--- config.mk ---
export PLATFORM = sky130hd
export DESIGN_NAME = code_prefetch_queue
export DESIGN_NICKNAME = d
export VERILOG_FILES = /design/src/rtl/cpq_pkg.sv /design/src/rtl/cpq_store.sv /design/src/rtl/cpq_fetch.sv /design/src/rtl/cpq_status.sv /design/src/rtl/code_prefetch_queue.sv
export SDC_FILE = /design/constraint.sdc
export NUM_CORES = 1
export LEC_CHECK = 0
export ABC_AREA = 1
export BUFFER_PORTS_ARGS = -buffer_cell sky130_fd_sc_hd__clkbuf_2
export CORE_ASPECT_RATIO = 1.5
export CORE_MARGIN = 2
export CORE_UTILIZATION = 40
export CTS_BUF_LIST = sky130_fd_sc_hd__clkbuf_2
export CTS_CLUSTER_DIAMETER = 50
export DETAILED_ROUTE_END_ITERATION = 10
export GPL_TIMING_DRIVEN = 0
export HOLD_SLACK_MARGIN = 0.1
export MAX_ROUTING_LAYER = met4
export PLACE_DENSITY_LB_ADDON = 0.12
export SLEW_MARGIN = 10
export SYNTH_ARGS = -nofsm -noshare
export SYNTH_HDL_FRONTEND = slang
export SYNTH_SLANG_ARGS = --single-unit
--- constraint.sdc ---
create_clock -name clk -period 3.35 [get_ports clk]
set_input_delay 0.335 -clock clk [delete_from_list [all_inputs] [get_ports clk]]
set_output_delay 0.335 -clock clk [all_outputs]
set_load 0.01 [all_outputs]
--- src/rtl/cpq_pkg.sv ---
package cpq_pkg;
  typedef enum logic [1:0] {
    QS_IDLE  = 2'b00,
    QS_FIRST = 2'b01,
    QS_FLUSH = 2'b10,
    QS_NEXT  = 2'b11
  } qs_e;
endpackage

--- src/rtl/cpq_store.sv ---
module cpq_store #(
  parameter int DEPTH = 6,
  localparam int PW = $clog2(DEPTH),
  localparam int CW = $clog2(DEPTH + 1)
) (
  input  logic          clk,
  input  logic          rst,
  input  logic          flush,
  input  logic          wr_en,
  input  logic          wr_two,
  input  logic [7:0]    wr_b0,
  input  logic [7:0]    wr_b1,
  input  logic          rd_en,
  output logic [7:0]    head_o,
  output logic [CW-1:0] occ_o
);
  logic [7:0]    mem [DEPTH];
  logic [PW-1:0] hd_q, tl_q, tl1;
  logic [CW-1:0] occ_q, add_n;

  function automatic logic [PW-1:0] bump(input logic [PW-1:0] p);
    return (p == PW'(DEPTH - 1)) ? '0 : p + 1'b1;
  endfunction

  assign tl1   = bump(tl_q);
  assign add_n = wr_en ? (wr_two ? CW'(2) : CW'(1)) : '0;

  // Storage array: no reset, so it can map onto distributed RAM
  always_ff @(posedge clk) begin
    if (wr_en) begin
      mem[tl_q] <= wr_b0;
      if (wr_two) mem[tl1] <= wr_b1;
    end
  end

  always_ff @(posedge clk) begin
    if (rst || flush) begin
      hd_q  <= '0;
      tl_q  <= '0;
      occ_q <= '0;
    end else begin
      if (wr_en) tl_q <= wr_two ? bump(tl1) : tl1;
      if (rd_en) hd_q <= bump(hd_q);
      occ_q <= occ_q + add_n - CW'(rd_en);
    end
  end

  assign head_o = mem[hd_q];
  assign occ_o  = occ_q;
endmodule

--- src/rtl/cpq_fetch.sv ---
module cpq_fetch #(
  parameter int              DEPTH      = 6,
  parameter int              AW         = 16,
  parameter logic [AW-1:0]   RESET_ADDR = '0,
  localparam int CW = $clog2(DEPTH + 1)
) (
  input  logic          clk,
  input  logic          rst,
  input  logic          flush,
  input  logic [AW-1:0] flush_addr,
  input  logic          opr_req,
  input  logic [CW-1:0] occ,
  input  logic          done,
  output logic          req_o,
  output logic [AW-1:0] addr_o,
  output logic          wr_en_o,
  output logic          wr_two_o,
  output logic          grant_o
);
  localparam logic [CW-1:0] ROOM_LIM = CW'(DEPTH - 2);

  logic          busy_q, drop_q;
  logic [AW-1:0] pc_q, fa_q;
  logic          has_room;

  assign has_room = (occ <= ROOM_LIM);

  always_ff @(posedge clk) begin
    if (rst) begin
      busy_q <= 1'b0;
      drop_q <= 1'b0;
      pc_q   <= RESET_ADDR;
      fa_q   <= RESET_ADDR;
    end else begin
      if (flush) pc_q <= flush_addr;
      if (busy_q) begin
        if (done) begin
          busy_q <= 1'b0;
          drop_q <= 1'b0;
        end else if (flush) begin
          drop_q <= 1'b1;
        end
      end else if (!flush && !opr_req && has_room) begin
        busy_q <= 1'b1;
        fa_q   <= pc_q;
        pc_q   <= pc_q + (pc_q[0] ? AW'(1) : AW'(2));
      end
    end
  end

  assign req_o    = busy_q;
  assign addr_o   = fa_q;
  assign wr_two_o = ~fa_q[0];
  assign wr_en_o  = busy_q & done & ~drop_q & ~flush;
  assign grant_o  = opr_req & ~busy_q;
endmodule

--- src/rtl/cpq_status.sv ---
module cpq_status
  import cpq_pkg::*;
(
  input  logic       clk,
  input  logic       rst,
  input  logic       flush,
  input  logic       take,
  input  logic       first,
  output logic [1:0] qs_o
);
  qs_e qs_q;

  always_ff @(posedge clk) begin
    if (rst)        qs_q <= QS_IDLE;
    else if (flush) qs_q <= QS_FLUSH;
    else if (take)  qs_q <= first ? QS_FIRST : QS_NEXT;
    else            qs_q <= QS_IDLE;
  end

  assign qs_o = qs_q;
endmodule

--- src/rtl/code_prefetch_queue.sv ---
module code_prefetch_queue #(
  parameter int            DEPTH      = 6,
  parameter int            AW         = 16,
  parameter logic [AW-1:0] RESET_ADDR = '0
) (
  input  logic          clk,
  input  logic          rst,
  output logic          fetch_req_o,
  output logic [AW-1:0] fetch_addr_o,
  output logic          fetch_word_o,
  input  logic          fetch_done_i,
  input  logic [15:0]   fetch_data_i,
  input  logic          opr_req_i,
  output logic          opr_grant_o,
  input  logic          flush_i,
  input  logic [AW-1:0] flush_addr_i,
  input  logic          rd_i,
  input  logic          first_i,
  output logic          avail_o,
  output logic [7:0]    rd_byte_o,
  output logic [1:0]    qs_o
);
  localparam int CW = $clog2(DEPTH + 1);

  logic [CW-1:0] occ_w;
  logic          wr_en, wr_two, take;
  logic [7:0]    b0, b1;

  assign avail_o = (occ_w != '0);
  assign take    = rd_i & avail_o & ~flush_i;
  // Odd fetches return their byte on the upper lane
  assign b0      = wr_two ? fetch_data_i[7:0] : fetch_data_i[15:8];
  assign b1      = fetch_data_i[15:8];

  cpq_fetch #(.DEPTH(DEPTH), .AW(AW), .RESET_ADDR(RESET_ADDR)) u_fetch (
    .clk(clk), .rst(rst), .flush(flush_i), .flush_addr(flush_addr_i),
    .opr_req(opr_req_i), .occ(occ_w), .done(fetch_done_i),
    .req_o(fetch_req_o), .addr_o(fetch_addr_o), .wr_en_o(wr_en),
    .wr_two_o(wr_two), .grant_o(opr_grant_o)
  );

  cpq_store #(.DEPTH(DEPTH)) u_store (
    .clk(clk), .rst(rst), .flush(flush_i), .wr_en(wr_en), .wr_two(wr_two),
    .wr_b0(b0), .wr_b1(b1), .rd_en(take), .head_o(rd_byte_o), .occ_o(occ_w)
  );

  cpq_status u_status (
    .clk(clk), .rst(rst), .flush(flush_i), .take(take), .first(first_i),
    .qs_o(qs_o)
  );

  assign fetch_word_o = wr_two;
endmodule

==> run_results.csv <==
group,metric,value,unit
outcome,status,"completed",
cells_and_area,area_delta_synth_final,17.78,%
synthesis,synth_area_leaders,"edfxtp_1, dfxtp_1, nand2_1, o21ai_0, nor2_1",
placed_design,place_hpwl,10560,microns
synthesis,ys_ff_latch,96,
cells_and_area,regArea,2402,sq um
timing,rsz0062_at_grt,"no",
synthesis,syn_area_per_cell,7.887,sq um
placed_design,gp_congestion,0.8520,
grt,grt_pass1_wl,21760,microns
clock_tree,cts.sinks,96,
die,die_x,93.77,microns
critical_path,start_kind,"flop",
timing,worstMarginPinSlew,1138,ps
synthesis,yosys-top-cells-count,"nand2_1, o21ai_0, nor2_1, inv_1",
clock_tree,htree_num_levels,3,
synthesis,synthFlopType,"edfxtp_1",
timing,hold_viol_final,0,
cells_and_area,finalNonFillerCells,872,
critical_path,crit_type,"flop to output port",
grt,grt_usage,22.56,%
timing,post-route-min-period,2706,ps
die,dieArea,13000,sq um
timing,hold_ws,123.5,ps
synthesis,synth_top_cell_area_share,29.81,%
synthesis,async_flop_share,0,%
clock_tree,cts.path.max_buffers,2,
die,start_util,40.65,%
routing,avgViaCountPerCell,5.092,
routing,num_vias,4440,
die,rows,49,
routing,drt.antenna.violating_nets,0,
worst_hold_path,hold_path.class,"input port to flop",
flow_run,drv_cap,0,
critical_path,critPathCaptureType,"output port",
cells_and_area,fillers,1206,
synthesis,synth-edff-count,48,
clock_tree,root_buffer,"clkbuf_2",
die,fp.dieH,138.6,microns
timing,fmax,0.3695,GHz
synthesis,yosysMostFrequentCell,"nand2_1",
critical_path,r2r_start,"u_store.occ_o[1]$_SDFF_PP0_",
cells_and_area,drive_above_1_share,14.48,%
routing,routed_wirelength,13760,microns
routing,drc,0,
synthesis,synth_top_area_cell,"edfxtp_1",
routing,drt_first_pass_iters,7,
synthesis,yosysWarningCount,0,
synthesis,syn_nets,658,
synthesis,syn-cell-area,4835,sq um
critical_path,worstPathArrival,2370,ps
die,coreArea,11890,sq um
timing,setup_viol,0,
placed_design,port_buffers,67,
timing,period_share,80.78,%
grt,overflow,0,
critical_path,critPathRequiredTime,3010,ps
synthesis,syn-instance-count,613,
clock_tree,clk-insertion-delay-late,580,ps
clock_tree,numCtsBuffers,9,
power,ir_drop,0.1874,mV
power,p_leak,2.358,nW
cells_and_area,final_nets,758,
timing,relSlewSlack,23.36,%
synthesis,synth_cell_types,35,
power,total_power,2.162,mW
routing,routedWlPerCell,15.78,microns
grt,grt_pass1_vias,4314,
clock_tree,cts.clk_slew.worst_paths,250,ps
timing,fin_tns_setup,0,ps
synthesis,ys_seq_area_share,49.69,%
worst_hold_path,hold_start,"flush_addr_i[5]",
timing,skew,25.80,ps
die,io_pins,69,
placed_design,dp.cells,834,
clock_tree,cts_resized,0,
routing,dr.first_iter.drc_count,226,
timing,drv_slew,0,
cells_and_area,multi_input_area,2101,sq um
grt,grt_max_degree,15,
clock_tree,cts_tree,"yes",
critical_path,cp_max_fo,10,
grt,antenna_found_initial,1,
power,p_per_area,379.7,nW/um^2
-- what timing repair did --
item / CTS / global route
hold buffers: 21 / 0
buffers inserted: 0 / 0
hold endpoints to repair: 30 / 0
-- layer usage --
metal / wire, microns / track usage (%) / up-vias / share of wire (%)
met5: 0 / - / - / 0
met4: 567 / 11.06 / 0 / 4.1
li1: - / - / 2241 / -
met2: 7685 / 41.77 / 107 / 56
met3: 449 / 2.772 / 39 / 3.3
met1: 5053 / 22.70 / 2053 / 37
-- per-stage QoR --
step | instance area [sq um] | setup WS [ps] | utilization (%)
floorplan | 4835 | 1225 | -
global placement | 5361 | 769.8 | 45.08
detailed placement | 5379 | 1044 | 45.22
CTS | 5692 | 598.8 | 47.85
global route | 5694 | 439.2 | 47.88
finish | 5694 | 643.8 | 47.88
-- placed cells by master (no fill, tap or decap), types with 2 or more instances in the layout --
cell type      count
nor3_1             3
nand3_1           27
o21ai_0           59
nor2_1            58
nand4_1            3
edfxtp_1          48
o21ai_1           33
buf_4              2
a21oi_1           41
clkbuf_1          15
a211oi_1           2
mux2i_1            2
dfxtp_1           48
nand2_1          171
dlygate4sd3_1     21
buf_2              8
xnor2_1            2
inv_1             53
clkbuf_2          78
ha_1               5
clkinv_1           2
buf_1              2
buf_6              2
xor2_1             5
nand3_4            4
o22ai_1            8
-- sequential cells by signal, summed over array words and instances, names as in the netlist, named ones only --
| name | flops |
|---|---|
| u_fetch.addr_o | 16 |
| u_fetch.drop_q | 1 |
| u_fetch.pc_q | 16 |
| u_fetch.req_o | 1 |
| u_status.qs_o | 2 |
| u_store.hd_q | 3 |
| u_store.mem | 48 |
| u_store.occ_o | 3 |
| u_store.tl_q | 3 |
-- worst max-delay path, cell delays in order (launching register included) --
cell and delay [ps]:
dfxtp_1 360, clkbuf_1 290, clkbuf_1 410, nand2_1 190
nand3_1 130, nand2_1 80, o22ai_1 170, clkbuf_2 180
-- power by group --
group	leakage [nW]	internal (mW)	total (mW)	switching [mW]
registers	0.824	1.28	1.31	0.0309
clock network	0.0670	0.170	0.550	0.380
logic	1.47	0.119	0.304	0.186
-- cell type report --
| cell class | count | area share [%] |
|---|---|---|
| clock buffers | 11 | 0.9668 |
| plain buffers | 28 | 2.351 |
| flip-flops and latches | 96 | 42.19 |
| clock inverters | 5 | 0.8350 |
| diodes | 1 | 0.04395 |
| multi-input cells | 435 | 36.89 |
| repair buffers | 89 | 9.712 |
| well taps | 153 | 3.362 |
| inverters | 54 | 3.648 |
-- cell families (layout without fill, tap and decap cells) --
family / Yosys count / after routing / share of synthesized area (%)
xor+xnor: 7 / 7 / 1.268
mux: 2 / 2 / 0.4141
buf+inv: 82 / 187 / 7.065
flops: 96 / 96 / 49.69
simple gates: 271 / 271 / 23.76
fa+ha+maj: 6 / 6 / 1.708
other cells: 0 / 1 / 0
compound gates: 149 / 149 / 16.10
-- path summary, 6_finish.rpt --
check	slack (ps)	end	cells past startpoint
worst max register to register	1060	u_store.occ_o[2]$_SDFF_PP0_	12
worst max-delay path	640	rd_byte_o[4]	7
worst min-delay path	120	u_fetch.pc_q[5]$_SDFF_PP0_	5
worst min register to register	480	u_fetch.addr_o[12]$_SDFFE_PP0P_	2
Power figures use the tool's default switching activity.
